`src/rtl/rob_pkg.sv`:
```
package rob_pkg;
  // strobes from control to datapath, one cycle each
  typedef struct packed {
    logic doAlloc;
    logic doCommit;
    logic doFlush;
  } robCtl_t;
endpackage

```
`src/rtl/rob_ctrl.sv`:
```
module rob_ctrl
  import rob_pkg::*;
#(
  parameter int DEPTH = 8,
  localparam int IDX_W = $clog2(DEPTH),
  localparam int CNT_W = $clog2(DEPTH + 1)
) (
  input  logic             clk,
  input  logic             rstN,
  input  logic             allocValid,
  input  logic             headDone,
  input  logic             headFault,
  output robCtl_t          ctl,
  output logic [IDX_W-1:0] head,
  output logic [IDX_W-1:0] tail,
  output logic [CNT_W-1:0] count,
  output logic             allocReady
);
  localparam logic [CNT_W-1:0] FULL_CNT = CNT_W'(DEPTH);
  localparam logic [IDX_W-1:0] LAST_IDX = IDX_W'(DEPTH - 1);

  logic nonEmpty;

  function automatic logic [IDX_W-1:0] bump(input logic [IDX_W-1:0] p);
    return (p == LAST_IDX) ? '0 : p + 1'b1;
  endfunction

  always_comb begin
    nonEmpty     = (count != '0);
    ctl.doFlush  = nonEmpty && headDone && headFault;
    ctl.doCommit = nonEmpty && headDone && !headFault;
    allocReady   = (count != FULL_CNT) && !ctl.doFlush;
    ctl.doAlloc  = allocValid && allocReady;
  end

  always_ff @(posedge clk) begin
    if (!rstN || ctl.doFlush) begin
      head  <= '0;
      tail  <= '0;
      count <= '0;
    end else begin
      if (ctl.doCommit) head <= bump(head);
      if (ctl.doAlloc)  tail <= bump(tail);
      case ({ctl.doAlloc, ctl.doCommit})
        2'b10:   count <= count + 1'b1;
        2'b01:   count <= count - 1'b1;
        default: count <= count;
      endcase
    end
  end
endmodule

```
`src/rtl/rob_data.sv`:
```
module rob_data
  import rob_pkg::*;
#(
  parameter int DEPTH    = 8,
  parameter int NUM_REGS = 32,
  parameter int DATA_W   = 32,
  parameter int PC_W     = 32,
  localparam int IDX_W = $clog2(DEPTH),
  localparam int REG_W = $clog2(NUM_REGS)
) (
  input  logic              clk,
  input  logic              rstN,
  input  robCtl_t           ctl,
  input  logic [IDX_W-1:0]  head,
  input  logic [IDX_W-1:0]  tail,
  input  logic [PC_W-1:0]   allocPc,
  input  logic [REG_W-1:0]  allocDst,
  input  logic              wbValid,
  input  logic [IDX_W-1:0]  wbTag,
  input  logic [DATA_W-1:0] wbValue,
  input  logic              wbFault,
  input  logic [REG_W-1:0]  lookupReg,
  output logic              headDone,
  output logic              headFault,
  output logic              lookupHit,
  output logic              lookupReady,
  output logic [DATA_W-1:0] lookupValue,
  output logic [IDX_W-1:0]  lookupTag,
  output logic [REG_W-1:0]  commitDst,
  output logic [DATA_W-1:0] commitValue,
  output logic [PC_W-1:0]   redirectPc
);
  logic [DEPTH-1:0]  entValid, entDone, entFault;
  logic [PC_W-1:0]   entPc  [DEPTH];
  logic [REG_W-1:0]  entDst [DEPTH];
  logic [DATA_W-1:0] entVal [DEPTH];
  logic [DATA_W-1:0] arf    [NUM_REGS];

  // one storage slot per entry
  for (genvar i = 0; i < DEPTH; i++) begin : g_slot
    localparam logic [IDX_W-1:0] MY_IDX = IDX_W'(i);
    always_ff @(posedge clk) begin
      if (!rstN || ctl.doFlush) begin
        entValid[i] <= 1'b0;
        entDone[i]  <= 1'b0;
        entFault[i] <= 1'b0;
      end else begin
        if (ctl.doCommit && head == MY_IDX) entValid[i] <= 1'b0;
        if (ctl.doAlloc && tail == MY_IDX) begin
          entValid[i] <= 1'b1;
          entDone[i]  <= 1'b0;
          entFault[i] <= 1'b0;
          entPc[i]    <= allocPc;
          entDst[i]   <= allocDst;
        end
        if (wbValid && wbTag == MY_IDX && entValid[i]) begin
          entDone[i]  <= 1'b1;
          entFault[i] <= wbFault;
          entVal[i]   <= wbValue;
        end
      end
    end
  end

  always_ff @(posedge clk) begin
    if (!rstN) begin
      for (int r = 0; r < NUM_REGS; r++) arf[r] <= '0;
    end else if (ctl.doCommit) begin
      arf[entDst[head]] <= entVal[head];
    end
  end

  always_comb begin
    headDone    = entValid[head] && entDone[head];
    headFault   = entFault[head];
    commitDst   = entDst[head];
    commitValue = entVal[head];
    redirectPc  = entPc[head];
  end

  // walk oldest to youngest; the last match is the youngest producer
  logic [IDX_W-1:0] selIdx;
  logic             selHit;
  always_comb begin
    logic [IDX_W:0] sum;
    logic [IDX_W-1:0] idx;
    selIdx = '0;
    selHit = 1'b0;
    for (int k = 0; k < DEPTH; k++) begin
      sum = {1'b0, head} + (IDX_W + 1)'(k);
      if (sum >= (IDX_W + 1)'(DEPTH)) sum = sum - (IDX_W + 1)'(DEPTH);
      idx = sum[IDX_W-1:0];
      if (entValid[idx] && entDst[idx] == lookupReg) begin
        selHit = 1'b1;
        selIdx = idx;
      end
    end
    lookupHit   = selHit;
    lookupTag   = selIdx;
    lookupReady = !selHit || entDone[selIdx];
    lookupValue = selHit ? entVal[selIdx] : arf[lookupReg];
  end
endmodule

```
`src/rtl/rob_top.sv`:
```
module rob_top
  import rob_pkg::*;
#(
  parameter int DEPTH    = 8,
  parameter int NUM_REGS = 32,
  parameter int DATA_W   = 32,
  parameter int PC_W     = 32,
  localparam int IDX_W = $clog2(DEPTH),
  localparam int REG_W = $clog2(NUM_REGS),
  localparam int CNT_W = $clog2(DEPTH + 1)
) (
  input  logic              clk,
  input  logic              rstN,
  input  logic              allocValid,
  input  logic [PC_W-1:0]   allocPc,
  input  logic [REG_W-1:0]  allocDst,
  output logic              allocReady,
  output logic [IDX_W-1:0]  allocTag,
  input  logic              wbValid,
  input  logic [IDX_W-1:0]  wbTag,
  input  logic [DATA_W-1:0] wbValue,
  input  logic              wbFault,
  input  logic [REG_W-1:0]  lookupReg,
  output logic              lookupHit,
  output logic              lookupReady,
  output logic [DATA_W-1:0] lookupValue,
  output logic [IDX_W-1:0]  lookupTag,
  output logic              commitValid,
  output logic [REG_W-1:0]  commitDst,
  output logic [DATA_W-1:0] commitValue,
  output logic              redirectValid,
  output logic [PC_W-1:0]   redirectPc
);
  robCtl_t          ctl;
  logic [IDX_W-1:0] head, tail;
  logic [CNT_W-1:0] occCount;
  logic             headDone, headFault;

  rob_ctrl #(.DEPTH(DEPTH)) ctrl_i (
    .clk(clk), .rstN(rstN), .allocValid(allocValid),
    .headDone(headDone), .headFault(headFault),
    .ctl(ctl), .head(head), .tail(tail), .count(occCount),
    .allocReady(allocReady)
  );

  rob_data #(.DEPTH(DEPTH), .NUM_REGS(NUM_REGS), .DATA_W(DATA_W), .PC_W(PC_W)) data_i (
    .clk(clk), .rstN(rstN), .ctl(ctl), .head(head), .tail(tail),
    .allocPc(allocPc), .allocDst(allocDst),
    .wbValid(wbValid), .wbTag(wbTag), .wbValue(wbValue), .wbFault(wbFault),
    .lookupReg(lookupReg), .headDone(headDone), .headFault(headFault),
    .lookupHit(lookupHit), .lookupReady(lookupReady),
    .lookupValue(lookupValue), .lookupTag(lookupTag),
    .commitDst(commitDst), .commitValue(commitValue), .redirectPc(redirectPc)
  );

  assign allocTag      = tail;
  assign commitValid   = ctl.doCommit;
  assign redirectValid = ctl.doFlush;
endmodule

```
`config.mk`:
```
export PLATFORM = sky130hd
export DESIGN_NAME = rob_top
export DESIGN_NICKNAME = d
export VERILOG_FILES = /design/src/rtl/rob_pkg.sv /design/src/rtl/rob_ctrl.sv /design/src/rtl/rob_data.sv /design/src/rtl/rob_top.sv
export SDC_FILE = /design/constraint.sdc
export NUM_CORES = 2
export LEC_CHECK = 0
export BUFFER_PORTS_ARGS = -buffer_cell sky130_fd_sc_hd__clkbuf_2
export CORE_UTILIZATION = 50
export CTS_BUF_LIST = sky130_fd_sc_hd__clkbuf_4
export CTS_CLUSTER_SIZE = 40
export DETAILED_ROUTE_END_ITERATION = 12
export GPL_TIMING_DRIVEN = 0
export PLACE_DENSITY = 0.66
export REMOVE_ABC_BUFFERS = 1
export SLEW_MARGIN = 20
export SYNTH_ARGS = -nofsm -noshare
export SYNTH_HDL_FRONTEND = slang
export SYNTH_SLANG_ARGS = --single-unit
```
`constraint.sdc`:
```
create_clock -name clk -period 7.42 [get_ports clk]
set_clock_uncertainty 0.2 [all_clocks]
set_input_delay 0.742 -clock clk [delete_from_list [all_inputs] [get_ports clk]]
set_output_delay 0.742 -clock clk [all_outputs]
set_load 0.1 [all_outputs]
```
Word-level counts from Yosys, hierarchy flattened
Memory sizes are Yosys's and may differ from the RTL's. A register that Yosys moved wholly into a read port is not among the register bits. Index checks and enable logic that the tools add are counted.

Eq/ne operators: 32. Add/subtract/negate cells: 19. Order comparisons: 18. Reductions and logical operators: 95. Mux-type cells: 216.

Operator list (count): 32-bit two-way mux (16); 32-bit OR reduction (15); 3-bit two-way mux (45); 1-bit two-way mux (134); 1-bit logical AND (46); 5-bit == test (8); 3-bit by 4-bit < comparator with 1-bit output, second input constant (10); 5-bit two-way mux (8); 1-bit binary-select mux with 3-bit select (12); 3-bit == test, second input constant (12); 5-bit OR reduction (7); 2-bit nonzero test (17); 4-bit >= comparator, second input constant (7); 3-bit by 1-bit subtractor with 3-bit output, second input constant (8); 3-bit by 2-bit == test with 1-bit output, second input constant (6); 3-bit by 3-bit adder with 4-bit output, second input constant (4); 3-bit by 1-bit == test with 1-bit output, second input constant (3); 3-bit logical NOT (3); 3-bit by 2-bit adder with 4-bit output, second input constant (2); 4-bit one-hot mux with 2 select lines (1); 3-bit by 1-bit adder with 3-bit output, second input constant (2); 3-bit by 1-bit adder with 4-bit output, second input constant (1); 4-bit by 1-bit adder with 4-bit output, second input constant (1); 3-bit by 4-bit >= comparator with 1-bit output, second input constant (1); other kinds (7) (11).

Input port bits: 82. Output and inout bits: 112. Bits in registers: 34. Bits in writable memories: 1576. Memories kept: 4. Word-level logic and storage cells: 411.

Memories: data_i.arf (words 32, width 32, rd ports 1, clocked after Yosys merged registers in 0, write ports 32, line rob_data.sv:37) `logic [DATA_W-1:0] arf [NUM_REGS];`; data_i.entPc (words 8, width 32, rd ports 1, clocked after Yosys merged registers in 1, write ports 1, line rob_data.sv:34) `logic [PC_W-1:0] entPc [DEPTH];`; data_i.entVal (words 8, width 32, rd ports 2, clocked after Yosys merged registers in 1, write ports 1, line rob_data.sv:36) `logic [DATA_W-1:0] entVal [DEPTH];`; data_i.entDst (words 8, width 5, rd ports 9, clocked after Yosys merged registers in 1, write ports 1, line rob_data.sv:35) `logic [REG_W-1:0] entDst [DEPTH];`.

Longest topological paths before layout
Depth in word-level cells: 20. Gate-level depth with buffers: 22. Depth with buffers taken out: 16.

Modules after synthesis
A second synthesis with hierarchy kept.

Cells, all modules: 4699. Area, all modules: 72062.9 sq um.

Modules (own cells, without submodules): rob_data (instances 1, cells each 4633, sequential area each 47805.8 sq um, area an instance 71462.3 sq um); rob_ctrl (instances 1, cells each 66, sequential area each 200.2 sq um, area an instance 600.6 sq um).

Worst setup path before layout
OpenSTA, ideal clock, no wires.

Path type: reg-to-output. Start: reg ctrl_i.head[2]. End: out lookupValue[10]. Buffers on the path: 5. Slack: 0.526 ns. Arrival time: 5.952 ns. Cell stages (with the launch flop): 20. Data required time: 6.478 ns. Cells stage by stage: dfxtp_1 -> buf_2 -> inv_1 -> buf_1 -> ha_1 -> buf_2 -> buf_1 -> mux4_2 -> xnor2_1 -> nor4_1 -> nand3_1 -> o21ai_1 -> a21oi_1 -> o211a_2 -> nor2_4 -> inv_2 -> buf_2 -> o22ai_1 -> a211oi_1 -> nor3_1.

Longest elaborated chain between the ends: 15. Elaborated cells on any way between the ends: 82. Those cells by class: 15 x add/sub; 8 x order compare; 8 x eq/ne; 41 x mux; 8 x reduce/logical; 2 x memory.

RTL lines: start: declaration (line rob_ctrl.sv:14) `output logic [IDX_W-1:0] head,`; start signal: assignment (line rob_ctrl.sv:42) `if (ctl.doCommit) head <= bump(head);`; 3-bit by 1-bit adder with 4-bit output, or another cell as far along (line rob_data.sv:90) `sum = {1'b0, head} + (IDX_W + 1)'(k);`; 4-bit >= comparator, or another cell as far along (line rob_data.sv:91) `if (sum >= (IDX_W + 1)'(DEPTH)) sum = sum - (IDX_W + 1)'(DEPTH);`; 3-bit two-way mux, or another cell as far along (line rob_data.sv:91); memory read 8 x 5 bit, or another cell as far along; 5-bit == test, or another cell as far along (line rob_data.sv:93) `if (entValid[idx] && entDst[idx] == lookupReg) begin`; 1-bit logical AND or 3-bit two-way mux (tied branches) (line rob_data.sv:93); 3-bit two-way mux (6 in series) (line rob_data.sv:93); 3-bit two-way mux (*) (line rob_data.sv:93); net lookupTag[0] (line rob_top.sv:27) `output logic [IDX_W-1:0] lookupTag,`; memory read 8 x 32 bit (*); 32-bit two-way mux (*) (line rob_data.sv:101) `lookupValue = selHit ? entVal[selIdx] : arf[lookupReg];`; end: declaration (line rob_top.sv:26) `output logic [DATA_W-1:0] lookupValue,`.

The timed path passes the listed nets; every way through them passes the cells marked *. The select of a mux whose other input is x is not followed.

Worst setup path after layout
Start: reg ctrl_i.head[0]. End: out lookupReady.

Longest elaborated chain between the ends: 16. Elaborated cells on any way between the ends: 84. Those cells by class: 15 x add/sub; 8 x order compare; 8 x eq/ne; 42 x mux; 10 x reduce/logical; 1 x memory.

RTL lines: 3-bit by 1-bit adder with 4-bit output, or another cell as far along (line rob_data.sv:90); 4-bit >= comparator, or another cell as far along (line rob_data.sv:91); 3-bit two-way mux, or another cell as far along (line rob_data.sv:91); memory read 8 x 5 bit, or another cell as far along; 5-bit == test, or another cell as far along (line rob_data.sv:93); 1-bit logical AND or 3-bit two-way mux (tied branches) (line rob_data.sv:93); 3-bit two-way mux (7 in series) (line rob_data.sv:93); 1-bit binary-select mux with 3-bit select (line rob_data.sv:100) `lookupReady = !selHit || entDone[selIdx];`; 1-bit two-way mux (not written as such) (line rob_data.sv:100); 1-bit logical OR (*) (line rob_data.sv:100); end: declaration (line rob_top.sv:25) `output logic lookupReady,`.

Mark *: on every way between the ends. The rest lies on a longest branch, timed or not. The select of a mux whose other input is x is not followed.

==> summary.md <==
| Metric | Value |
|---|---|
| Outcome | `finished, final reports clean` |
| Setup CP Type | `flop to output pin` |
| Fill cells | `10,643` |
| Boundary Pins | `194` |
| CP top delay family | `buffers and inverters` |
| 1st-pass router iterations | `6` |
| Cts bufs inserted | `421` |
| VDD IR max | `116 µV` |
| Part of the power in registers | `53.8%` |
| #FFs+latches synth | `1,613` |
| Commonest cells after routing, fill and taps aside | `edfxtp_1, nor2_1, clkbuf_4` |
| Max Cap Violations | `0` |
| Worst Setup Start Kind | `flop` |
| R2r endpoint | `data_i.arf[13][28]$_SDFFCE_PN0P_` |
| Cell Count, Final, Fillers Out | `7,296` |
| Detailed Place HPWL | `122,000 µm` |
| Layout area overhead | `18.2%` |
| CP max-delay cell | `mux4_2` |
| Combinational group share of total power | `7.4%` |
| Crit-path max cell delay | `0.51 ns` |
| Die Y | `380 µm` |
| Most frequent CP cell | `buf_16` |
| Final setup viols | `0` |
| Final Wtd Congestion | `0.885` |
| H-tree levels | `5` |
| Routed len/inst | `27.9 µm` |
| Tightest Pin Transition | `1.14 ns` |
| Post-Route WL | `203,000 µm` |
| Register area share after synthesis | `67.2%` |
| Gr ovfl total | `0` |
| Data arrival, critical path | `6.38 ns` |
| Cell chain of the critical path | `buf_16 -> inv_6 -> ha_4 -> buf_12 -> clkbuf_16 -> mux2i_1 -> mux4_2 -> o211ai_1 -> or3b_4 -> o21bai_1 -> a31oi_1 -> o21a_2 -> nor2_4 -> buf_12 -> buf_16 -> clkinv_16 -> buf_16 -> mux2i_1 -> mux2_2 -> o211ai_1 -> clkbuf_8` |
| Number of nets with antenna violations after routing | `0` |
| Static Leak | `30.4 nW` |
| Placed cell area | `77,100 µm²` |
| Bufs on Longest Clock Path | `4` |
| Global route hottest layer | `met2` |
| Initial antenna violation count | `3` |
| # clock sinks | `1,613` |
| Placed cells | `6,375` |
| Initial DRC count | `4,858` |
| Commonest non-fill, non-tap cell in the layout | `edfxtp_1` |
| Root buf cell | `clkbuf_4` |
| Via-per-instance ratio | `6.07` |
| Vias | `44,268` |
| WP buf/inv | `9` |
| CP Capture Type | `output pin` |
| Number of enable flip-flop cells after synthesis | `1,576` |
| Switching Share | `24.1%` |
| Clock power frac | `38.8%` |
| Largest net degree at the start of global routing | `72` |
| Layout cells sized above 1 | `31.9%` |
| WHS | `0.119 ns` |
| Synth Flop Type | `edfxtp_1` |
| Reg2reg setup slack | `1.20 ns` |
| Register area | `48,100 µm²` |
| Yosys cell types | `74` |
| Final Max Tran Viols | `0` |
| TritonCTS clock tree | `yes` |
| Syn. warnings | `0` |
| Worst EP required | `6.48 ns` |
| Die Area | `145,000 µm²` |
| NetSw | `4.59 mW` |
| Pint | `14.5 mW` |
| Met1 Use GR | `36.1%` |
| Remaining DRCs | `0` |
| Total power | `19.1 mW` |
| Row Count | `138` |
| Worst hold path class | `input port to flop` |
| Mean Syn Cell Area | `15.7 µm²` |
| Final Hold Vio Count | `0` |
| Fmax | `137 MHz` |
| First-pass GRT wire length | `295,000 µm` |
| Hold_sp | `wbValue[28]` |
| Worst-path fanout max | `11` |
| Die X | `380 µm` |
| Met3 usage | `7.05%` |
| Mapped Cells | `4,557` |
| Port Buffers | `193` |
| Post-route cell area | `84,600 µm²` |
| Hold Path Depth | `2` |
| Post-synth ARST share | `0%` |
| Synthesized area | `71,500 µm²` |
| Clk slew on worst S/H paths | `0.07 ns` |
| Vias in the first global route | `45,080` |
| Total track usage | `28.1%` |
| Final period util | `98.6%` |
| Register-to-Register Path Depth | `11` |
| Reg-to-Reg Start | `ctrl_i.head[0]$_SDFFE_PP0P_` |
| Placeable Area | `142,000 µm²` |
| Worst skew pair latency | `1.36 ns` |
| Relative slew slack | `24.2%` |
| Hold EP | `data_i.entVal[0][28]$_DFFE_PP_` |
| Pwr per Cell Area | `225 nW/µm²` |
| Area occupied by multi-input gates | `22,500 µm²` |
| Final Net Count | `5,209` |
| Initial core utilization | `50.5%` |
| Tmin final | `7.32 ns` |
| Setup Total Neg Slack | `0 ns` |
| Met2 Track Usage GR | `45.2%` |
-- cell families after synthesis --
kind of cell | share of synthesized area (%)
buffers and inverters | 2.71
multiplexers | 18.6
XOR/XNOR | 0.476
flip-flops | 67.2
adder cells (fa/ha/maj) | 0.308
AO/OA/AOI/OAI | 2.47
AND/OR/NAND/NOR | 8.28
-- flip-flops by register name, indices dropped and copies added (netlist names), named ones only --
register	count
data_i.entDone	8
ctrl_i.head	3
ctrl_i.count	4
data_i.arf	1024
data_i.entVal	256
data_i.entPc	256
data_i.entDst	40
ctrl_i.tail	3
data_i.entValid	8
data_i.entFault	8
-- timing repair --
action / CTS / global route
setup endpoints to repair: 37 / 33
resized for setup: 29 / 23
gates cloned: 8 / 4
endpoints found under the hold margin: 657 / 0
buffers inserted: 35 / 14
pin swaps: 13 / 8
hold buffers: 142 / 0
-- metrics by stage --
stage	util, %	worst slack [ns]
finish	59.7	0.101
global route	59.7	-0.00450
CTS	59.4	0.0274
detailed placement	54.4	-0.720
global placement	51.6	-12.14
floorplan	-	-5.22
-- final cells by class --
type	instances	area share, %
Sequential cell	1613	56.9
Tap cell	1890	2.80
Inverter	58	0.312
Timing Repair inverter	1	0.0104
Antenna cell	12	0.0355
Clock buffer	612	5.43
Timing Repair Buffer	521	7.47
Multi-Input combinational cell	2494	26.6
Clock inverter	95	0.518
-- power groups by stage --
stage	logic (mW)	clock network, mW	registers, mW
after CTS	1.41	7.51	10.3
final	1.42	7.39	10.3
after global placement	1.40	0	10.5
after floorplan	0.811	0	10.4
after global routing	1.47	7.98	10.3
after detailed placement	1.33	0	10.5
-- routing by layer --
layer,vias to the layer above,wire (µm)
met2,2585,98800
li1,18747,-
met1,22480,75000
met4,0,8640
met5,-,0
met3,456,20800
-- synth_stat cells, types with 14 or more instances --
master	n	area share (%)
edfxtp_1	1576	66
nor2_1	1073	5.6
mux4_2	496	16
nand2_1	295	1.5
clkbuf_1	288	1.5
mux2i_1	159	2.2
a21oi_1	66	0.46
a32oi_1	60	0.73
buf_1	48	0.25
inv_1	48	0.25
mux2_2	45	0.71
dfxtp_1	37	1.0
nand3_1	36	0.25
xnor2_1	34	0.42
a31o_1	30	0.37
buf_2	20	0.14
buf_6	19	0.30
o21ai_0	18	0.13
ha_1	16	0.28
buf_4	15	0.16
o22ai_1	14	0.12
-- worst max path at each step --
stage                           startpoint         endpoint  slack, ns  cells after the start
3_3_place_gp                  lookupReg[0]  lookupValue[10]     -12.14                     14
6_report       ctrl_i.head[0]$_SDFFE_PP0P_      lookupReady       0.10                     21
5_1_grt        ctrl_i.head[0]$_SDFFE_PP0P_      lookupReady     -0.005                     22
4_1_cts        ctrl_i.head[1]$_SDFFE_PP0P_      lookupReady       0.03                     21
2_1_floorplan  ctrl_i.head[0]$_SDFFE_PP0P_  lookupValue[10]      -5.22                     15
3_5_place_dp   ctrl_i.head[2]$_SDFFE_PP0P_      lookupReady      -0.72                     19
(Power assumes the default switching activity.)
